$ cat src/rtl/eic_pkg.sv
package eic_pkg;
    localparam int DEB_W = 12;

    typedef struct packed {
        logic [DEB_W-1:0] deb;
        logic             lvl;
        logic             en;
    } chan_cfg_t;
endpackage

$ cat src/rtl/eic_tick_gen.sv
module eic_tick_gen #(
    parameter int DIV = 1000,
    localparam int PW = (DIV > 1) ? $clog2(DIV) : 1
) (
    input  logic          clk,
    input  logic          rst_n,
    input  logic          run,
    output logic          tick,
    output logic [PW-1:0] cnt_o
);
    logic [PW-1:0] cnt_d, cnt_q;

    always_comb begin
        tick  = run && (cnt_q == PW'(DIV - 1));
        cnt_d = cnt_q;
        if (!run)      cnt_d = '0;
        else if (tick) cnt_d = '0;
        else           cnt_d = cnt_q + PW'(1);
    end

    always_ff @(posedge clk or negedge rst_n) begin
        if (!rst_n) cnt_q <= '0;
        else        cnt_q <= cnt_d;
    end

    assign cnt_o = cnt_q;
endmodule

$ cat src/rtl/eic_deb_chan.sv
module eic_deb_chan
    import eic_pkg::*;
#(
    parameter int DBW = DEB_W,
    localparam int CW = DBW + 1
) (
    input  logic           clk,
    input  logic           rst_n,
    input  logic           din,
    input  logic           tick,
    input  logic           en,
    input  logic           lvl,
    input  logic [DBW-1:0] deb,
    output logic           busy,
    output logic           event_o
);
    typedef struct packed {
        logic [1:0]    sync;
        logic [CW-1:0] cnt;
        logic          armed;
    } chan_state_t;

    chan_state_t st_d, st_q;
    logic        at_lvl;

    always_comb begin
        st_d    = st_q;
        event_o = 1'b0;
        st_d.sync = {st_q.sync[0], din};
        at_lvl  = (st_q.sync[1] == lvl);
        if (!en || !at_lvl) begin
            st_d.cnt   = '0;
            st_d.armed = 1'b1;
        end else if (st_q.armed && tick) begin
            if (st_q.cnt == ({1'b0, deb} + CW'(1))) begin
                event_o    = 1'b1;
                st_d.armed = 1'b0;
                st_d.cnt   = '0;
            end else begin
                st_d.cnt = st_q.cnt + CW'(1);
            end
        end
        busy = en && at_lvl && st_q.armed;
    end

    always_ff @(posedge clk or negedge rst_n) begin
        if (!rst_n) st_q <= '{sync: 2'b00, cnt: '0, armed: 1'b1};
        else        st_q <= st_d;
    end
endmodule

$ cat src/rtl/ext_irq_debounce.sv
module ext_irq_debounce
    import eic_pkg::*;
#(
    parameter int NCH = 8,
    parameter int DIV = 1000,
    parameter int DW  = DEB_W + 2,
    localparam int AW = $clog2(NCH + 2),
    localparam int PW = (DIV > 1) ? $clog2(DIV) : 1
) (
    input  logic          clk,
    input  logic          rst_n,
    input  logic [NCH-1:0] ext_in,
    input  logic          reg_we,
    input  logic [AW-1:0] reg_addr,
    input  logic [DW-1:0] reg_wdata,
    output logic [DW-1:0] reg_rdata,
    output logic          irq_out
);
    localparam logic [AW-1:0] MASK_A = AW'(NCH);
    localparam logic [AW-1:0] STAT_A = AW'(NCH + 1);

    typedef struct packed {
        chan_cfg_t [NCH-1:0] cfg;
        logic [NCH-1:0]      mask;
        logic [NCH-1:0]      stat;
    } top_state_t;

    top_state_t     rg_d, rg_q;
    logic [NCH-1:0] busy, ev, en_vec, clr_mask;
    logic           run, tick;
    logic [PW-1:0]  pre_cnt;

    eic_tick_gen #(.DIV(DIV)) u_tick (
        .clk(clk), .rst_n(rst_n), .run(run), .tick(tick), .cnt_o(pre_cnt)
    );

    for (genvar g = 0; g < NCH; g++) begin : g_chan
        eic_deb_chan #(.DBW(DEB_W)) u_ch (
            .clk(clk), .rst_n(rst_n), .din(ext_in[g]), .tick(tick),
            .en(rg_q.cfg[g].en), .lvl(rg_q.cfg[g].lvl), .deb(rg_q.cfg[g].deb),
            .busy(busy[g]), .event_o(ev[g])
        );
        assign en_vec[g] = rg_q.cfg[g].en;
    end

    assign run = |busy;

    always_comb begin
        rg_d     = rg_q;
        clr_mask = '0;
        if (reg_we) begin
            for (int i = 0; i < NCH; i++)
                if (reg_addr == AW'(i)) rg_d.cfg[i] = reg_wdata[DEB_W+1:0];
            if (reg_addr == MASK_A) rg_d.mask = reg_wdata[NCH-1:0];
            if (reg_addr == STAT_A) clr_mask = reg_wdata[NCH-1:0];
        end
        rg_d.stat = (rg_q.stat & ~clr_mask) | ev;
    end

    always_ff @(posedge clk or negedge rst_n) begin
        if (!rst_n) rg_q <= '0;
        else        rg_q <= rg_d;
    end

    always_comb begin
        reg_rdata = '0;
        for (int i = 0; i < NCH; i++)
            if (reg_addr == AW'(i)) reg_rdata = DW'(rg_q.cfg[i]);
        if (reg_addr == MASK_A) reg_rdata = DW'(rg_q.mask);
        if (reg_addr == STAT_A) reg_rdata = DW'(rg_q.stat);
    end

    assign irq_out = |(rg_q.stat & en_vec & rg_q.mask);
endmodule

$ cat config.mk
export PLATFORM = sky130hd
export DESIGN_NAME = ext_irq_debounce
export DESIGN_NICKNAME = d
export VERILOG_FILES = /design/src/rtl/eic_pkg.sv /design/src/rtl/eic_tick_gen.sv /design/src/rtl/eic_deb_chan.sv /design/src/rtl/ext_irq_debounce.sv
export SDC_FILE = /design/constraint.sdc
export NUM_CORES = 1
export LEC_CHECK = 0
export ABC_AREA = 1
export BUFFER_PORTS_ARGS = -buffer_cell sky130_fd_sc_hd__buf_2
export CAP_MARGIN = 20
export CORE_ASPECT_RATIO = 1.4
export CORE_MARGIN = 2
export CORE_UTILIZATION = 50
export DETAILED_ROUTE_END_ITERATION = 16
export PLACE_DENSITY = 0.71
export SKIP_CTS_REPAIR_TIMING = 1
export SLEW_MARGIN = 10
export SYNTH_ARGS = -nofsm -noshare
export SYNTH_HDL_FRONTEND = slang
export SYNTH_SLANG_ARGS = --single-unit
$ cat constraint.sdc
create_clock -name clk -period 1.9 [get_ports clk]
set_input_delay 0.095 -clock clk [delete_from_list [all_inputs] [get_ports clk]]
set_output_delay 0.095 -clock clk [all_outputs]
set_load 0.02 [all_outputs]
; ---- Word level (Yosys, flattened, before mapping)
; Cells that the tools add are included.
; W data, S select, Z words.
[op_classes]
add_sub_neg = 17
n_eq_ne = 26
n_mux = 70
n_bitwise = 5
reduce_logical = 85
[op_table]
columns = operator, count
row1 = $mux W14, 26
row2 = $add A12 B1 Y13 const B, 8
row3 = $add A13 B1 Y13 const B, 8
row4 = $eq A13 B13 Y1, 8
row5 = $mux W13, 8
row6 = $reduce_and A2 Y1, 17
row7 = $mux W1, 32
row8 = $reduce_bool A2 Y1, 16
row9 = $logic_and A1 B1 Y1, 25
row10 = $and A8 B8 Y8, 3
row11 = $mux W10, 2
row12 = $eq A4 B3 Y1 const B, 4
row13 = $logic_not A1 Y1, 16
row14 = $mux W8, 2
row15 = $reduce_or A8 Y1, 2
row16 = $add A10 B1 Y10 const B, 1
row17 = $eq A10 B10 Y1 const B, 1
row18 = $eq A1 B1 Y1, 8
row19 = $eq A4 B2 Y1 const B, 2
row20 = $eq A4 B4 Y1 const B, 2
row21 = $logic_or A1 B1 Y1, 8
row22 = $not A8 Y8, 1
row23 = $or A8 B8 Y8, 1
row24 = $eq A4 B1 Y1 const B, 1
row25 = $logic_not A4 Y1, 1
[totals]
ff_bits = 266
input_bits = 29
output_inout_bits = 15

; ---- Logic depth before layout (Yosys ltp)
; Gate-level depths: netlist (run 1).
[depth]
depth_word = 11
ltp_mapped = 15

; ---- Cells and area by module
; Synthesis (run 1) repeated with hierarchy kept, for this count alone.
[unflattened]
hier_cells = 2807
area_unflattened_um2 = 18764.2
[by_module_without_submodules]
columns = mod, n_inst, cells_per_inst, area_each_um2, seq_area_each_um2
row1 = eic_deb_chan, 8, 255, 1535.2, 401.6
row2 = ext_irq_debounce, 1, 704, 5960.7, 3203.1
row3 = eic_tick_gen, 1, 63, 521.8, 250.2

; ---- Worst setup path before layout (run 1)
; Ideal clock, no wire load.
[synth_timing]
kind = register -> register
startpoint = register rg_q[18] (netlist name)
endpoint = register g_chan[0].u_ch.st_q[10] (netlist name)
arrival_ns = 1.814
setup_slack_ns = -0.034
path_stages_with_launch = 14
cell_sequence = dfrtp_1 > ha_1 > nand2_1 > nor2_1 > nand2_1 > nand2_1 > nand2_1 > nor2_1 > nand3_1 > nor2_1 > nand4_1 > nand2_1 > buf_2 > nor2_1
[synth_between]
elab_chain_len = 5
[synth_lines]
columns = element, line_no
row1 = start: declaration, ext_irq_debounce.sv:28  ; top_state_t rg_d, rg_q;
row2 = start signal: assignment, ext_irq_debounce.sv:62  ; else rg_q <= rg_d;
row3 = $add A12 B1 Y13, eic_deb_chan.sv:35  ; if (st_q.cnt == ({1'b0, deb} + CW'(1))) begin
row4 = $eq A13 B13 Y1, eic_deb_chan.sv:35
row5 = $mux W13, eic_deb_chan.sv:35
row6 = $mux W14, eic_deb_chan.sv:34  ; end else if (st_q.armed && tick) begin
row7 = $mux W14, eic_deb_chan.sv:31  ; if (!en || !at_lvl) begin
row8 = end signal: assignment, eic_deb_chan.sv:47  ; if (!rst_n) st_q <= '{sync: 2'b00, cnt: '0, armed: 1'b1};
row9 = end signal: assignment, eic_deb_chan.sv:48  ; else st_q <= st_d;
row10 = end: declaration, eic_deb_chan.sv:23  ; chan_state_t st_d, st_q;
; Every way passes these cells. The select of a mux whose other input is x is not followed.
; A chain may end at the register's enable or synchronous reset.

; ---- Worst setup path after layout (run 1)
[layout_timing]
startpoint = register rg_q[40] (netlist name)
endpoint = output reg_rdata[10]
[layout_between]
elab_chain_len = 9
[layout_lines]
columns = element, line_no
row1 = $mux W14 (7 in series), ext_irq_debounce.sv:68  ; if (reg_addr == AW'(i)) reg_rdata = DW'(rg_q.cfg[i]);
row2 = $mux W14, ext_irq_debounce.sv:69  ; if (reg_addr == MASK_A) reg_rdata = DW'(rg_q.mask);
row3 = $mux W14, ext_irq_debounce.sv:70  ; if (reg_addr == STAT_A) reg_rdata = DW'(rg_q.stat);
row4 = end: declaration, ext_irq_debounce.sv:16  ; output logic [DW-1:0] reg_rdata,
; Every way passes these cells.

==> impl_metrics.ini, run 1 <==
[outcome]
outcome = finished with violations
violations = negative setup slack

[placement]
pre_cts_ws_ps = -247
gpl.final_weighted_congestion = 0.998
placed_cell_area_um2 = 20200
portBuffers = 43
hpwlAfterDp_um = 42700
post-place-cells = 3446

[timing]
share_of_the_clock_period_used_by_the_worst_path = 1.19
grt_setup_unrepaired = yes
fin_skew_ps = 11.8
hold_viol_final = 0
worst_slew_pin_slew_ps = 798
timing.final.crit_period_ps = 2260
slew_viol_final = 0
finalSetupTns_ps = -11820
setup_viol_count_final = 118
max_slew_margin = 0.467
clock.fmax_ghz = 0.442
final_critical_path_setup_slack_ps = -365

[power]
power_frac_seq = 0.357
power.density_cell_area_nw_per_um2 = 826
internal-power_mw = 12.6
leakagePower_nw = 11.9
clk_network_pwr_share = 0.297
power.switching_mw = 7.11
switching_share = 0.361
power.share.combinational = 0.347
vdd.ir_drop.worst_mv = 0.810

[logic_synthesis]
synth.area.top_cells = dfrtp_1, nand2_1, nand3_1, inv_1, nor2_1
synthFlopType = dfrtp_1
mappedNetlistArea_um2 = 17700
yosysTopAreaCellShare = 0.365
postSynthNetCount = 2814
avgSynthCellArea_um2 = 6.39
synthCells = 2768
yosys_top_cell_by_area = dfrtp_1
yosysUniqueCellTypes = 44
yosys_warnings = 0
synth_commonest_cells = nand2_1, inv_1, nand3_1
synth-edff-count = 0
yosysMostFrequentCell = nand2_1
yosysSeqAreaShare = 0.377
synth.ff_latch_count = 266
synthArstFlopShare = 1.00

[worst_hold_path]
hold_class = input port to register

[clock_network]
cts-htree-levels = 1
tritoncts = done
numClockSinks = 266
clk_pin_slew_worst_paths_ps = 70
clkLatencyLatePin_ps = 580
cts.root.buffer_cell = clkbuf_16
cts-buffers-inserted = 29
max-clock-path-buffers = 3

[drt]
vias_per_cell = 5.47
route.detailed.drc = 0
vias = 19655
ant_nets = 0
drt_pass1_iterations = 6
detailedRoute.firstIterationViolations = 1780
detail_route.wl_per_cell_um = 17.1
detail_route.wirelength_um = 61300

[global_routing]
number_of_global_route_vias_before_repair = 17794
global_route_wire_length_before_repair_um = 89100
number_of_antenna_violations_at_the_first_check_in_global_routing = 0
overflow = 0
maximum_number_of_pins_on_one_net_before_global_route_repair = 61
groute.usage.overall = 0.305

[die]
ioPinCount = 44
initial_core_util = 0.507
floorplan.die.height_um = 226
die-width_um = 163
fp.coreArea_um2 = 34900
design.die.area_um2 = 36900
core.rowCount = 81

[layout]
drive_above_1_share = 0.248
finish.instance_area_um2 = 23900
final_cells = 3591
num_antenna_cells = 0
fin_nets = 3158
utilization_after_layout = 0.685
synthToLayoutAreaGrowth_pct = 35.1

[run]
drv_cap = 0

[critical_path]
critPathMaxFanout = 5
criticalPathCategory = register to output pin
type_of_element_capturing_the_critical_path = output pin
cp_data_required_time_ps = 1800
worst-endpoint-arrival_ps = 2170
crit_path_start_kind = register
==> placed cells by master, fill, tap and decap left out, drive strengths merged <==
master and n:
a211oi 2, a21boi 1, a21oi 28, a31oi 1
and2 1, buf 353, bufinv 2, clkbuf 53
clkinv 9, clkinvlp 3, dfrtp 258, dfstp 8
dlygate4sd3 9, ha 17, inv 387, nand2 1010
nand3 311, nand3b 8, nand4 70, nor2 291
nor3 36, nor3b 3, nor4 7, o2111a 1
o2111ai 4, o211ai 3, o21a 2, o21ai 169
o21bai 10, o221ai 5, o22ai 10, o31ai 6
or2 5, xnor2 16, xor2 36
==> metrics by stage <==
stage          hold WS [ps]  power [mW]
2_1_floorplan          -201        9.85
3_3_place_gp           96.3        12.0
3_5_place_dp           97.9        12.2
4_1_cts                -506        18.0
5_1_grt                58.7        20.7
6_report               54.6        19.7
==> layout make-up <==
| class | instances | area (µm²) |
|---|---|---|
| clock inverter | 10 | 115 |
| clock buffer | 44 | 852 |
| multi-input combinational | 2053 | 10800 |
| timing repair inverter | 1 | 7.51 |
| timing repair buffer | 371 | 3390 |
| inverter | 390 | 1500 |
| sequential | 266 | 6690 |
| fill | 2943 | 11000 |
| tap | 456 | 571 |
==> power by group through the flow <==
stage,Sequential (mW),Combinational (mW),Clock (mW)
2_1_floorplan,6.92,2.93,0
3_3_place_gp,7.02,5.02,0
3_5_place_dp,7.05,5.13,0
4_1_cts,6.95,5.15,5.89
5_1_grt,7.11,7.45,6.10
6_report,7.03,6.84,5.85
==> critical path, cell delays in order, from the launching register on <==
cell	delay, ps
dfrtp_1	430
inv_2	110
o22ai_2	100
a21oi_2	220
o21ai_1	130
nor2_1	110
buf_4	130
o211ai_1	90
nand2_1	80
inv_1	40
buf_2	150
==> cells by family (layout without fill, tap and decap cells) <==
family | count (synthesis) | count (layout) | synth area share
AND/OR/NAND/NOR | 1742 | 1742 | 0.411
XOR/XNOR | 52 | 52 | 0.0258
adder cells (fa/ha/maj) | 17 | 17 | 0.0120
flip-flops | 266 | 266 | 0.377
buffers and inverters | 450 | 816 | 0.0988
AO/OA/AOI/OAI | 241 | 242 | 0.0755
==> final timing paths <==
check / from / to / slack, ps / depth (start not counted)
max: rg_q[40] / reg_rdata[10] / -360 / 10
min: reg_wdata[1] / rg_q[115] / 50 / 3
max reg2reg: rg_q[89] / g_chan[5].u_ch.st_q[5] / -230 / 14
min reg2reg: g_chan[7].u_ch.st_d[15] / g_chan[7].u_ch.st_q[15] / 350 / 0
max in group asynchronous: rst_n / rg_q[60] / 1080 / 3
min in group asynchronous: rst_n / g_chan[1].u_ch.st_q[10] / 60 / 2
==> per-layer routing <==
layer  GRT usage  part of all wire
met5           0                 0
met4       0.160             0.060
met2       0.531              0.49
met3      0.0346             0.066
met1       0.371              0.38
==> registers in the layout, summed over array words and instances, names as in the netlist <==
name / count
rg_q: 120
en_vec: 8
g_chan.u_ch.st_q: 120
g_chan.u_ch.st_d: 8
u_tick.cnt_o: 10
No activity file was read; power rests on OpenSTA's default activity.
==> run 2: changes to the inputs <==
--- a/config.mk
+++ b/config.mk
@@ -13,6 +13,7 @@
 export CORE_UTILIZATION = 50
 export DETAILED_ROUTE_END_ITERATION = 16
 export PLACE_DENSITY = 0.71
+export SETUP_SLACK_MARGIN = 0.4
 export SKIP_CTS_REPAIR_TIMING = 1
 export SLEW_MARGIN = 10
 export SYNTH_ARGS = -nofsm -noshare
==> impl_metrics.ini, run 2 (synthesized netlist as in run 1, its figures left out) <==
[critical_path]
crit_path_start_kind = register
crit_slowest_cell = dfrtp_2
critical-path-top-cell-by-count = buf_6
r2r_cells = 13
worst-endpoint-arrival_ps = 2180
timing.critical_path.cells = inv_2 -> buf_6 -> o22ai_4 -> a211oi_2 -> buf_4 -> o2111ai_2 -> o21ai_1 -> inv_1 -> buf_6
type_of_element_capturing_the_critical_path = output pin
critical_path.max_stage_delay_ps = 450
criticalPathCategory = register to output pin
cp_data_required_time_ps = 1800
critPathMaxFanout = 5

[placement]
post-place-cells = 3446
placed_cell_area_um2 = 20400
portBuffers = 43
hpwlAfterDp_um = 43300
pre_cts_ws_ps = -230
gpl.final_weighted_congestion = 0.976

[global_routing]
overflow = 0
maximum_number_of_pins_on_one_net_before_global_route_repair = 103
number_of_antenna_violations_at_the_first_check_in_global_routing = 1
groute.usage.overall = 0.310
global_route_wire_length_before_repair_um = 91100
number_of_global_route_vias_before_repair = 18054

[timing]
worst_slew_pin_slew_ps = 761
clock.fmax_ghz = 0.440
grt_setup_unrepaired = yes
fin_skew_ps = 11.4
max_slew_margin = 0.491
final_critical_path_setup_slack_ps = -372
share_of_the_clock_period_used_by_the_worst_path = 1.20
setup_viol_count_final = 115
slew_viol_final = 0
timing.final.crit_period_ps = 2270
hold_viol_final = 0

[layout]
utilization_after_layout = 0.680
finish.instance_area_um2 = 23700
most-common-layout-cells = nand2_1, inv_1, nand3_1, dfrtp_1, buf_4
drive_above_1_share = 0.240
mostFrequentLayoutCell = nand2_1
fillCellCount = 3002
fin_nets = 3136
synthToLayoutAreaGrowth_pct = 34.0
final_cells = 3568

[drt]
vias = 19539
routed_wire_length_on_met2_um = 30100
route.detailed.drc = 0
highest_layer = met4
routedLengthMet1_um = 23500
vias_per_cell = 5.48
ant_nets = 0
detailedRoute.firstIterationViolations = 1347
detail_route.wirelength_um = 60700
drt_pass1_iterations = 5
met3RoutedLength_um = 3150
detail_route.wl_per_cell_um = 17.0

[power]
vdd.ir_drop.worst_mv = 0.937
leakagePower_nw = 11.8
power.density_cell_area_nw_per_um2 = 840

[die]
floorplan.die.height_um = 226
core.rowCount = 81
ioPinCount = 44
die-width_um = 163
design.die.area_um2 = 36900
initial_core_util = 0.507
fp.coreArea_um2 = 34900

[clock_network]
cts-htree-levels = 1
clkLatencyLatePin_ps = 570
clk_pin_slew_worst_paths_ps = 70
numClockSinks = 266
max-clock-path-buffers = 3
cts.root.buffer_cell = clkbuf_16
tritoncts = done
cts-buffers-inserted = 29

[worst_hold_path]
hold_class = input port to register
min_delay_path_depth = 3

[run]
drv_cap = 0

[outcome]
violations = negative setup slack
outcome = finished with violations
## run 2: changes by cell type in the layout (fill, tap and decap cells not counted), moves of 6 or more
cell | before | now
nand3_1 | 255 | 266
buf_4 | 241 | 232
inv_2 | 35 | 26
buf_6 | 57 | 47
dfrtp_2 | 16 | 24
clkbuf_1 | 8 | 2
dfrtp_1 | 242 | 234
nand3_2 | 42 | 32
o21ai_0 | 140 | 146
inv_1 | 341 | 354
## run 2: per-stage QoR
stage | hold slack, ps | power (mW) | setup TNS, ps
2_1_floorplan | -201 | 10.0 | 0
3_3_place_gp | -58.0 | 12.2 | -8450
3_5_place_dp | -56.4 | 12.3 | -12100
4_1_cts | -648 | 18.6 | -18950
5_1_grt | 59.2 | 20.9 | -28870
6_report | 19.3 | 19.9 | -13630
## run 2: worst paths after layout
path	from	to	slack [ps]
worst min register to register	g_chan[0].u_ch.st_d[15]	g_chan[0].u_ch.st_q[15]	350
min in group asynchronous	rst_n	g_chan[0].u_ch.st_q[12]	150
worst max register to register	u_tick.cnt_o[0]	g_chan[6].u_ch.st_q[13]	-180
max in group asynchronous	rst_n	rg_q[38]	610
worst min-delay path	reg_we	rg_q[17]	20
worst max-delay path	rg_q[27]	reg_rdata[11]	-370
## run 2: layer usage
layer  GRT usage  up-vias
met5           0        -
met4       0.160        0
met3      0.0291      219
met2       0.551      673
met1       0.371     9202
li1            -     9445
## run 2: layout make-up
cell class / count / area (µm²) / area share
multi-input combinational: 2054 / 10700 / 0.454
tap: 456 / 571 / 0.0241
antenna: 1 / 2.50 / 0.000106
clock buffer: 40 / 857 / 0.0362
timing repair buffer: 349 / 3140 / 0.132
sequential: 266 / 6700 / 0.283
inverter: 390 / 1490 / 0.0628
clock inverter: 12 / 196 / 0.00829
## run 2: critical path, delay by kind of cell, from the launching register on
kind | cells | cell delay (ps)
AOI/OAI and AO/OA | 4 | 590
buffers and inverters | 5 | 570
DFF | 1 | 450
## run 2: where the power goes
part	internal [mW]	switching (mW)	leakage (nW)
sequential	6.31	0.791	3.45
clock	3.82	2.44	0.524
combinational	2.78	3.76	7.84
